`src/rtl/tdma_seq_pkg.sv`:
```
package tdma_seq_pkg;
  typedef enum logic [2:0] {
    RG_HDR  = 3'd0,
    RG_VF1  = 3'd1,
    RG_VF2A = 3'd2,
    RG_CTR  = 3'd3,
    RG_VF2B = 3'd4,
    RG_VF3  = 3'd5
  } region_e;
endpackage

```
`src/rtl/tdma_pos_ctr.sv`:
```
module tdma_pos_ctr
  import tdma_seq_pkg::*;
#(
  parameter int HDR_LEN  = 12,
  parameter int VF_LEN   = 36,
  parameter int HALF_LEN = 18,
  parameter int CTR_LEN  = 24,
  parameter int PW       = 8
) (
  input  logic          clk,
  input  logic          clr,
  input  logic          adv,
  output logic [PW-1:0] pos_o,
  output region_e       region_o,
  output logic          last_o
);
  localparam int E1 = HDR_LEN;
  localparam int E2 = E1 + VF_LEN;
  localparam int E3 = E2 + HALF_LEN;
  localparam int E4 = E3 + CTR_LEN;
  localparam int E5 = E4 + HALF_LEN;
  localparam int BLEN = E5 + VF_LEN;

  logic [PW-1:0] pos_q;

  assign last_o = (pos_q == PW'(BLEN - 1));
  assign pos_o  = pos_q;

  always_ff @(posedge clk) begin
    if (clr)      pos_q <= '0;
    else if (adv) pos_q <= last_o ? '0 : pos_q + PW'(1);
  end

  always_comb begin
    if (pos_q < PW'(E1))      region_o = RG_HDR;
    else if (pos_q < PW'(E2)) region_o = RG_VF1;
    else if (pos_q < PW'(E3)) region_o = RG_VF2A;
    else if (pos_q < PW'(E4)) region_o = RG_CTR;
    else if (pos_q < PW'(E5)) region_o = RG_VF2B;
    else                      region_o = RG_VF3;
  end
endmodule

```
`src/rtl/tdma_ctr_cap.sv`:
```
module tdma_ctr_cap #(
  parameter int          CTR_LEN   = 24,
  parameter int          EMB_HALF  = 8,
  parameter logic [23:0] VOICE_PAT = 24'h439B4D,
  parameter logic [23:0] DATA_PAT  = 24'hBC64B2
) (
  input  logic                  clk,
  input  logic                  rst,
  input  logic                  shift_i,
  input  logic                  done_i,
  input  logic [1:0]            dibit_i,
  output logic [2*CTR_LEN-1:0]  next_o,
  output logic                  voice_hit_o,
  output logic                  data_hit_o,
  output logic [2*EMB_HALF-1:0] emb_o
);
  localparam int CW = 2 * CTR_LEN;

  logic [CW-1:0]      sh_q;
  logic [CTR_LEN-1:0] sym;

  assign next_o = {sh_q[CW-3:0], dibit_i};

  for (genvar i = 0; i < CTR_LEN; i++) begin : g_sym
    assign sym[i] = next_o[2*i+1];
  end

  always_ff @(posedge clk) begin
    if (rst) begin
      sh_q        <= '0;
      voice_hit_o <= 1'b0;
      data_hit_o  <= 1'b0;
      emb_o       <= '0;
    end else begin
      if (shift_i) sh_q <= next_o;
      if (done_i) begin
        voice_hit_o <= (sym == VOICE_PAT[CTR_LEN-1:0]);
        data_hit_o  <= (sym == DATA_PAT[CTR_LEN-1:0]);
        emb_o       <= {next_o[CW-1 -: EMB_HALF], next_o[EMB_HALF-1:0]};
      end
    end
  end
endmodule

```
`src/rtl/tdma_carrier_chk.sv`:
```
module tdma_carrier_chk #(
  parameter int PW        = 8,
  parameter int VF1_START = 12,
  parameter int NPOS      = 8,
  parameter int POSN [NPOS] = '{1, 3, 7, 13, 16, 27, 32, 33}
) (
  input  logic          clk,
  input  logic          clr,
  input  logic          adv,
  input  logic [PW-1:0] pos_i,
  input  logic [1:0]    dibit_i,
  input  logic          commit_i,
  output logic          same_o
);
  logic [1:0]      cur_q  [NPOS];
  logic [1:0]      prev_q [NPOS];
  logic [NPOS-1:0] eq;
  logic            have_q;

  for (genvar k = 0; k < NPOS; k++) begin : g_tap
    always_ff @(posedge clk) begin
      if (adv && pos_i == PW'(VF1_START + POSN[k])) cur_q[k] <= dibit_i;
      if (clr)           prev_q[k] <= '0;
      else if (commit_i) prev_q[k] <= cur_q[k];
    end
    assign eq[k] = (cur_q[k] == prev_q[k]);
  end

  always_ff @(posedge clk) begin
    if (clr)           have_q <= 1'b0;
    else if (commit_i) have_q <= 1'b1;
  end

  assign same_o = have_q && (&eq);
endmodule

```
`src/rtl/tdma_burst_seq.sv`:
```
module tdma_burst_seq
  import tdma_seq_pkg::*;
#(
  parameter int          HDR_LEN      = 12,
  parameter int          VF_LEN       = 36,
  parameter int          HALF_LEN     = 18,
  parameter int          CTR_LEN      = 24,
  parameter int          EMB_HALF     = 8,
  parameter int          VC_MAX       = 14,
  parameter int          VC_ENTRY     = 2,
  parameter int          LC_FIRST     = 2,
  parameter int          LC_LAST      = 6,
  parameter int          DATA_RUN_MAX = 2,
  parameter logic [23:0] VOICE_PAT    = 24'h439B4D,
  parameter logic [23:0] DATA_PAT     = 24'hBC64B2,
  parameter int          VCW          = $clog2(VC_MAX + 2)
) (
  input  logic                  clk,
  input  logic                  rst,
  input  logic                  restart_i,
  input  logic                  dibit_vld_i,
  input  logic [1:0]            dibit_i,
  input  logic                  tact_ok_i,
  input  logic                  tact_slot_i,
  input  logic                  emb_ok_i,
  output logic                  out_vld_o,
  output logic [2:0]            out_region_o,
  output logic [1:0]            out_dibit_o,
  output logic                  burst_vld_o,
  output logic                  burst_slot_o,
  output logic                  burst_data_o,
  output logic [VCW-1:0]        burst_vc_o,
  output logic                  lc_done_o,
  output logic [2*EMB_HALF-1:0] emb_bits_o,
  output logic [3:0]            cc_o,
  output logic                  pi_o,
  output logic [1:0]            lcss_o,
  output logic                  frag_we_o,
  output logic                  frag_slot_o,
  output logic [VCW-1:0]        frag_idx_o,
  output logic [2*CTR_LEN-1:0]  frag_data_o,
  output logic [VCW-1:0]        cnt0_o,
  output logic [VCW-1:0]        cnt1_o,
  output logic                  lost_o
);
  localparam int BLEN    = HDR_LEN + 2 * VF_LEN + 2 * HALF_LEN + CTR_LEN;
  localparam int PW      = $clog2(BLEN);
  localparam int CTR_END = HDR_LEN + VF_LEN + HALF_LEN + CTR_LEN - 1;
  localparam int RW      = $clog2(DATA_RUN_MAX + 2);
  localparam int EW      = 2 * EMB_HALF;

  logic [PW-1:0]        pos;
  region_e              region;
  logic                 pos_last, adv, last, clr;
  logic [2*CTR_LEN-1:0] ctr_next;
  logic                 voice_hit, data_hit, same;
  logic [EW-1:0]        emb;
  logic                 tact_ok_q, slot_q;
  logic [VCW-1:0]       cnt_q [2];
  logic [RW-1:0]        run_q, run_n;
  logic [VCW-1:0]       cur_c, vc_n, step;
  logic                 lose_n;

  assign adv  = dibit_vld_i && !lost_o;
  assign last = adv && pos_last;
  assign clr  = rst || restart_i;

  tdma_pos_ctr #(
    .HDR_LEN(HDR_LEN), .VF_LEN(VF_LEN), .HALF_LEN(HALF_LEN),
    .CTR_LEN(CTR_LEN), .PW(PW)
  ) pos_i (
    .clk(clk), .clr(clr), .adv(adv),
    .pos_o(pos), .region_o(region), .last_o(pos_last)
  );

  tdma_ctr_cap #(
    .CTR_LEN(CTR_LEN), .EMB_HALF(EMB_HALF),
    .VOICE_PAT(VOICE_PAT), .DATA_PAT(DATA_PAT)
  ) cap_i (
    .clk(clk), .rst(rst),
    .shift_i(adv && region == RG_CTR),
    .done_i(adv && pos == PW'(CTR_END)),
    .dibit_i(dibit_i), .next_o(ctr_next),
    .voice_hit_o(voice_hit), .data_hit_o(data_hit), .emb_o(emb)
  );

  tdma_carrier_chk #(
    .PW(PW), .VF1_START(HDR_LEN)
  ) car_i (
    .clk(clk), .clr(clr || (last && lose_n)), .adv(adv),
    .pos_i(pos), .dibit_i(dibit_i),
    .commit_i(last && !lose_n), .same_o(same)
  );

  // end-of-burst decision, in priority order
  always_comb begin
    cur_c  = cnt_q[slot_q];
    vc_n   = voice_hit ? VCW'(1) : cur_c;
    step   = vc_n + VCW'(1);
    run_n  = run_q + RW'(1);
    lose_n = 1'b0;
    if (!tact_ok_q)                   lose_n = 1'b1;
    else if (same)                    lose_n = 1'b1;
    else if (data_hit)                lose_n = (run_n > RW'(DATA_RUN_MAX));
    else if (!voice_hit && !emb_ok_i) lose_n = 1'b1;
    else if (step > VCW'(VC_MAX))     lose_n = 1'b1;
  end

  assign cnt0_o     = cnt_q[0];
  assign cnt1_o     = cnt_q[1];
  assign emb_bits_o = emb;

  always_ff @(posedge clk) begin
    if (clr) begin
      lost_o       <= 1'b0;
      cnt_q[0]     <= VCW'(VC_ENTRY);
      cnt_q[1]     <= VCW'(VC_ENTRY);
      run_q        <= '0;
      tact_ok_q    <= 1'b0;
      slot_q       <= 1'b0;
      out_vld_o    <= 1'b0;
      out_region_o <= '0;
      out_dibit_o  <= '0;
      burst_vld_o  <= 1'b0;
      burst_slot_o <= 1'b0;
      burst_data_o <= 1'b0;
      burst_vc_o   <= '0;
      lc_done_o    <= 1'b0;
      cc_o         <= '0;
      pi_o         <= 1'b0;
      lcss_o       <= '0;
      frag_we_o    <= 1'b0;
      frag_slot_o  <= 1'b0;
      frag_idx_o   <= '0;
      frag_data_o  <= '0;
    end else begin
      out_vld_o   <= adv;
      burst_vld_o <= 1'b0;
      lc_done_o   <= 1'b0;
      frag_we_o   <= 1'b0;
      if (adv) begin
        out_region_o <= region;
        out_dibit_o  <= dibit_i;
      end
      if (adv && pos == PW'(HDR_LEN - 1)) begin
        tact_ok_q <= tact_ok_i;
        slot_q    <= tact_slot_i;
      end
      if (adv && pos == PW'(CTR_END) &&
          cnt_q[slot_q] >= VCW'(LC_FIRST) && cnt_q[slot_q] <= VCW'(LC_LAST)) begin
        frag_we_o   <= 1'b1;
        frag_slot_o <= slot_q;
        frag_idx_o  <= cnt_q[slot_q];
        frag_data_o <= ctr_next;
      end
      if (last) begin
        if (lose_n) begin
          lost_o   <= 1'b1;
          cnt_q[0] <= VCW'(VC_ENTRY);
          cnt_q[1] <= VCW'(VC_ENTRY);
          run_q    <= '0;
        end else begin
          burst_vld_o  <= 1'b1;
          burst_slot_o <= slot_q;
          burst_data_o <= data_hit;
          if (data_hit) begin
            cnt_q[slot_q] <= VCW'(1);
            run_q         <= run_n;
            burst_vc_o    <= '0;
          end else begin
            cnt_q[slot_q] <= step;
            run_q         <= '0;
            burst_vc_o    <= vc_n;
            lc_done_o     <= (vc_n == VCW'(LC_LAST));
            if (emb_ok_i) begin
              cc_o   <= emb[EW-1 -: 4];
              pi_o   <= emb[EW-5];
              lcss_o <= emb[EW-6 -: 2];
            end
          end
        end
      end
    end
  end
endmodule

```
`config.mk`:
```
export PLATFORM = sky130hd
export DESIGN_NAME = tdma_burst_seq
export DESIGN_NICKNAME = d
export VERILOG_FILES = /design/src/rtl/tdma_seq_pkg.sv /design/src/rtl/tdma_pos_ctr.sv /design/src/rtl/tdma_ctr_cap.sv /design/src/rtl/tdma_carrier_chk.sv /design/src/rtl/tdma_burst_seq.sv
export SDC_FILE = /design/constraint.sdc
export NUM_CORES = 1
export LEC_CHECK = 0
export BUFFER_PORTS_ARGS = -buffer_cell sky130_fd_sc_hd__clkbuf_2
export CORE_MARGIN = 8
export CORE_UTILIZATION = 55
export DETAILED_ROUTE_END_ITERATION = 12
export PLACE_DENSITY = 0.77
export REMOVE_ABC_BUFFERS = 1
export SETUP_SLACK_MARGIN = 0.3
export SKIP_LAST_GASP = 1
export SYNTH_ARGS = -nofsm -noshare
export SYNTH_HDL_FRONTEND = slang
export SYNTH_SLANG_ARGS = --single-unit
export TNS_END_PERCENT = 50
```
`constraint.sdc`:
```
create_clock -name clk -period 6.3 [get_ports clk]
set_input_delay 0.315 -clock clk [delete_from_list [all_inputs] [get_ports clk]]
set_output_delay 0.315 -clock clk [all_outputs]
set_load 0.01 [all_outputs]
```
==> metrics.yaml <==
die:
  initial_core_util_pct: 55.9
  die_x_um: 134
  fp-row-count: 43
  ios: 109
  die-area_mm2: 0.0180
  chipHeight_um: 134
  core_mm2: 0.0138
timing:
  fin_setup_tns_ns: 0
  setup_viol: 0
  slew_violations: 0
  worst_pin_slew_ns: 1.18
  hold_slack_ns: 0.153
  hold_viol: 0
  slew_headroom_pct: 21.5
  fmax_ghz: 0.266
  final.setup_skew_ns: 0.0106
  rsz0062_at_grt: "false"
  post-route-min-period_ns: 3.76
  min_period_over_period_pct: 59.7
drt:
  dr_total_vias: 5962
  wl_per_cell_um: 15.7
  drtPass1Iterations: 5
  drt-total-wl_um: 17300
  ant_nets: 0
  drc: 0
  drt_iter0_markers: 567
  drt-vias-per-instance: 5.41
clock_network:
  ctsResizeCount: 0
  clockBufferDepth: 2
  post-cts-setup-buffer-count: 0
  cts_hold_buf: 0
  cts_made_buffers: 17
  h-tree-depth: 4
  cts_tree: "yes"
  clock-sinks: 194
  root_buffer: "clkbuf_16"
  worstSkewPairLatency_ns: 0.43
  clk_pin_slew_ns: 0.06
finish:
  area_growth_pct: 14.7
  drive_gt1_share_pct: 19.8
  fillers: 1178
  final_nets: 925
  diodes: 0
grt:
  grt_pass1_vias: 5721
  grt_start_max_net_pins: 70
  grt_use_total_pct: 19.6
  grt_pass1_wl_um: 28600
  antenna_found_initial: 0
  grt_overflow: 0
logic_synthesis:
  synthFlopType: "dfxtp_1"
  synth-edff-count: 40
  syn-cell-area_mm2: 0.00770
  synth_area_leaders: "dfxtp_1, edfxtp_1, nand2_1"
  synth.distinct_cells: 54
  avgSynthCellArea_um2: 9.24
  yosys.area.top_type: "dfxtp_1"
  synth-seq-cells: 194
  ys_seq_area_share_pct: 55.6
  yosysWarnings: 0
  yosysTopAreaCellShare_pct: 40.0
  async_reset_ff_share_pct: 0
  synth_cells: 834
worst_setup_path:
  rr_startpoint: "lost_o"
  startpoint_type: "register"
  reg2regPathDepth: 8
  crit_chain: "nor2b_1 > nand3_1 > or4b_1 > buf_4 > a2111oi_4 > buf_4 > nor2_1 > a211oi_1"
  path_delay_family: "simple AND/OR/NAND/NOR gates"
  critPathBufInv: 2
  critPathMaxFanout: 36
  ff2ff_setup_slack_ns: 2.54
  cp.arrival_ns: 4.10
  worst-setup-path-type: "register to register"
  cp-end-kind: "register"
  crit_top_cell: "buf_4"
  required_ns: 6.63
  worstReg2RegEnd: "frag_idx_o[0]"
  critPathMaxStageDelay_ns: 0.94
  critical_path.slowest_cell: "a2111oi_4"
place:
  gp_congestion: 0.840
  place.detailed.hpwl_um: 11200
  port_buffers: 108
power_and_ir_drop:
  irDropWorstVdd_v: 0.000159
  p_leak_nw: 3.28
  pwr_density_cell_mw_per_mm2: 271
job:
  maxCapViolCount: 0
worst_hold_path:
  worstHoldStart: "tact_ok_i"
  hold_depth: 3
  min_to: "tact_ok_q"
  worstHoldPathType: "primary input to register"
outcome:
  outcome: "completed"
[placed cells by master, fill, tap and decap left out, drive strengths merged, types with 2 or more instances in the layout]
cell     instances
ha               6
and2            17
nand4           12
mux2i           22
nor4b            4
a21oi          111
a211oi           4
or3              2
xor2             6
clkbuf         129
a2111oi          2
bufinv           2
inv             10
nor3             8
nor4             6
clkinv           8
nand2b           6
nand3           11
buf              5
o21ai            8
mux2             2
nor2            53
dfxtp          154
a31oi            2
and3             6
nor4bb           2
o31ai            9
nor2b            4
or2              3
edfxtp          40
nand2          227
o211ai          10
xnor2           18
[layout make-up]
class / count / area (µm²) / share of cell area (%)
repair buffers: 113 / 578 / 6.55
flip-flops and latches: 194 / 4280 / 48.5
well taps: 180 / 225 / 2.55
inverters: 9 / 33.8 / 0.383
clock inverters: 11 / 110 / 1.25
multi-input cells: 575 / 3140 / 35.5
clock buffers: 21 / 464 / 5.26
[stage by stage]
stage	setup slack (ns)	cell area (µm²)	util, %	power [mW]	cells
after floorplan	2.51	7440	-	1.34	778
after global placement	2.60	8260	59.9	1.37	1071
after detailed placement	2.43	8260	59.9	1.37	1071
after CTS	2.51	8830	64.1	2.41	1103
after global routing	2.31	8830	64.1	2.47	1103
final	2.54	8830	64.1	2.39	1103
[worst max-delay path by stage]
stage                           start        endpoint  slack [ns]  cells past startpoint
final                          lost_o   frag_idx_o[0]        2.54                      8
after floorplan                lost_o  frag_data_o[0]        2.51                      6
after global placement    dibit_vld_i   frag_idx_o[2]        2.60                      9
after global routing           lost_o   frag_idx_o[1]        2.31                      8
after CTS                      lost_o   frag_idx_o[0]        2.51                      8
after detailed placement  dibit_vld_i   frag_idx_o[0]        2.43                      9
[flip-flops by register name, summed over array words and instances, names as in the netlist, 8 cells and up, named ones only]
| register | cells |
|---|---|
| frag_data_o | 48 |
| pos_i.pos_o | 8 |
| cnt_q | 8 |
| cap_i.sh_q | 46 |
| car_i.prev_q | 16 |
| cap_i.emb_o | 16 |
| car_i.cur_q | 16 |
[power by group]
part | internal (mW) | leakage (nW) | switching (mW)
clock | 0.606 | 0.294 | 0.447
combinational | 0.0165 | 1.35 | 0.0448
sequential | 1.28 | 1.64 | 0.00509
[synthesized netlist by cell type, types with 3 or more instances]
cell,instances
nor2_1,53
xor2_1,6
o21ai_0,3
nand3_1,11
and3_1,6
nor4_1,6
o21ai_1,5
and2_1,17
dfxtp_1,154
nand2b_1,6
a21oi_1,87
xnor2_1,18
buf_6,5
nand4_1,12
a211oi_1,4
buf_2,7
or2_2,3
o211ai_1,10
edfxtp_1,40
nand2_1,227
inv_1,8
nor4b_1,4
clkbuf_1,40
o31ai_1,9
nor2b_1,3
mux2i_1,20
nor3_1,8
buf_1,3
a21oi_2,24
ha_1,6
[tightest hold or removal path, delay by kind of cell]
kind          cells  cell delay (ns)
buf+inv           1             0.10
mux               1             0.06
simple gates      1             0.07
[metal layers]
| metal | wire length [µm] | global-route usage (%) |
|---|---|---|
| met5 | 0 | 0 |
| met4 | 357 | 8.67 |
| met3 | 1170 | 4.94 |
| met2 | 7960 | 30.3 |
| met1 | 7800 | 25.4 |
[cells by family (layout without fill, tap and decap cells)]
kind of cell / after synthesis / in the layout / synth area share, %
AO/OA/AOI/OAI: 155 / 155 / 12.8
XOR/XNOR: 24 / 24 / 2.73
adder cells (fa/ha/maj): 6 / 6 / 0.975
buffers and inverters: 65 / 154 / 3.82
flip-flops: 194 / 194 / 55.6
multiplexers: 24 / 24 / 3.25
AND/OR/NAND/NOR: 366 / 366 / 20.8
Power figures use the tool's default switching activity.
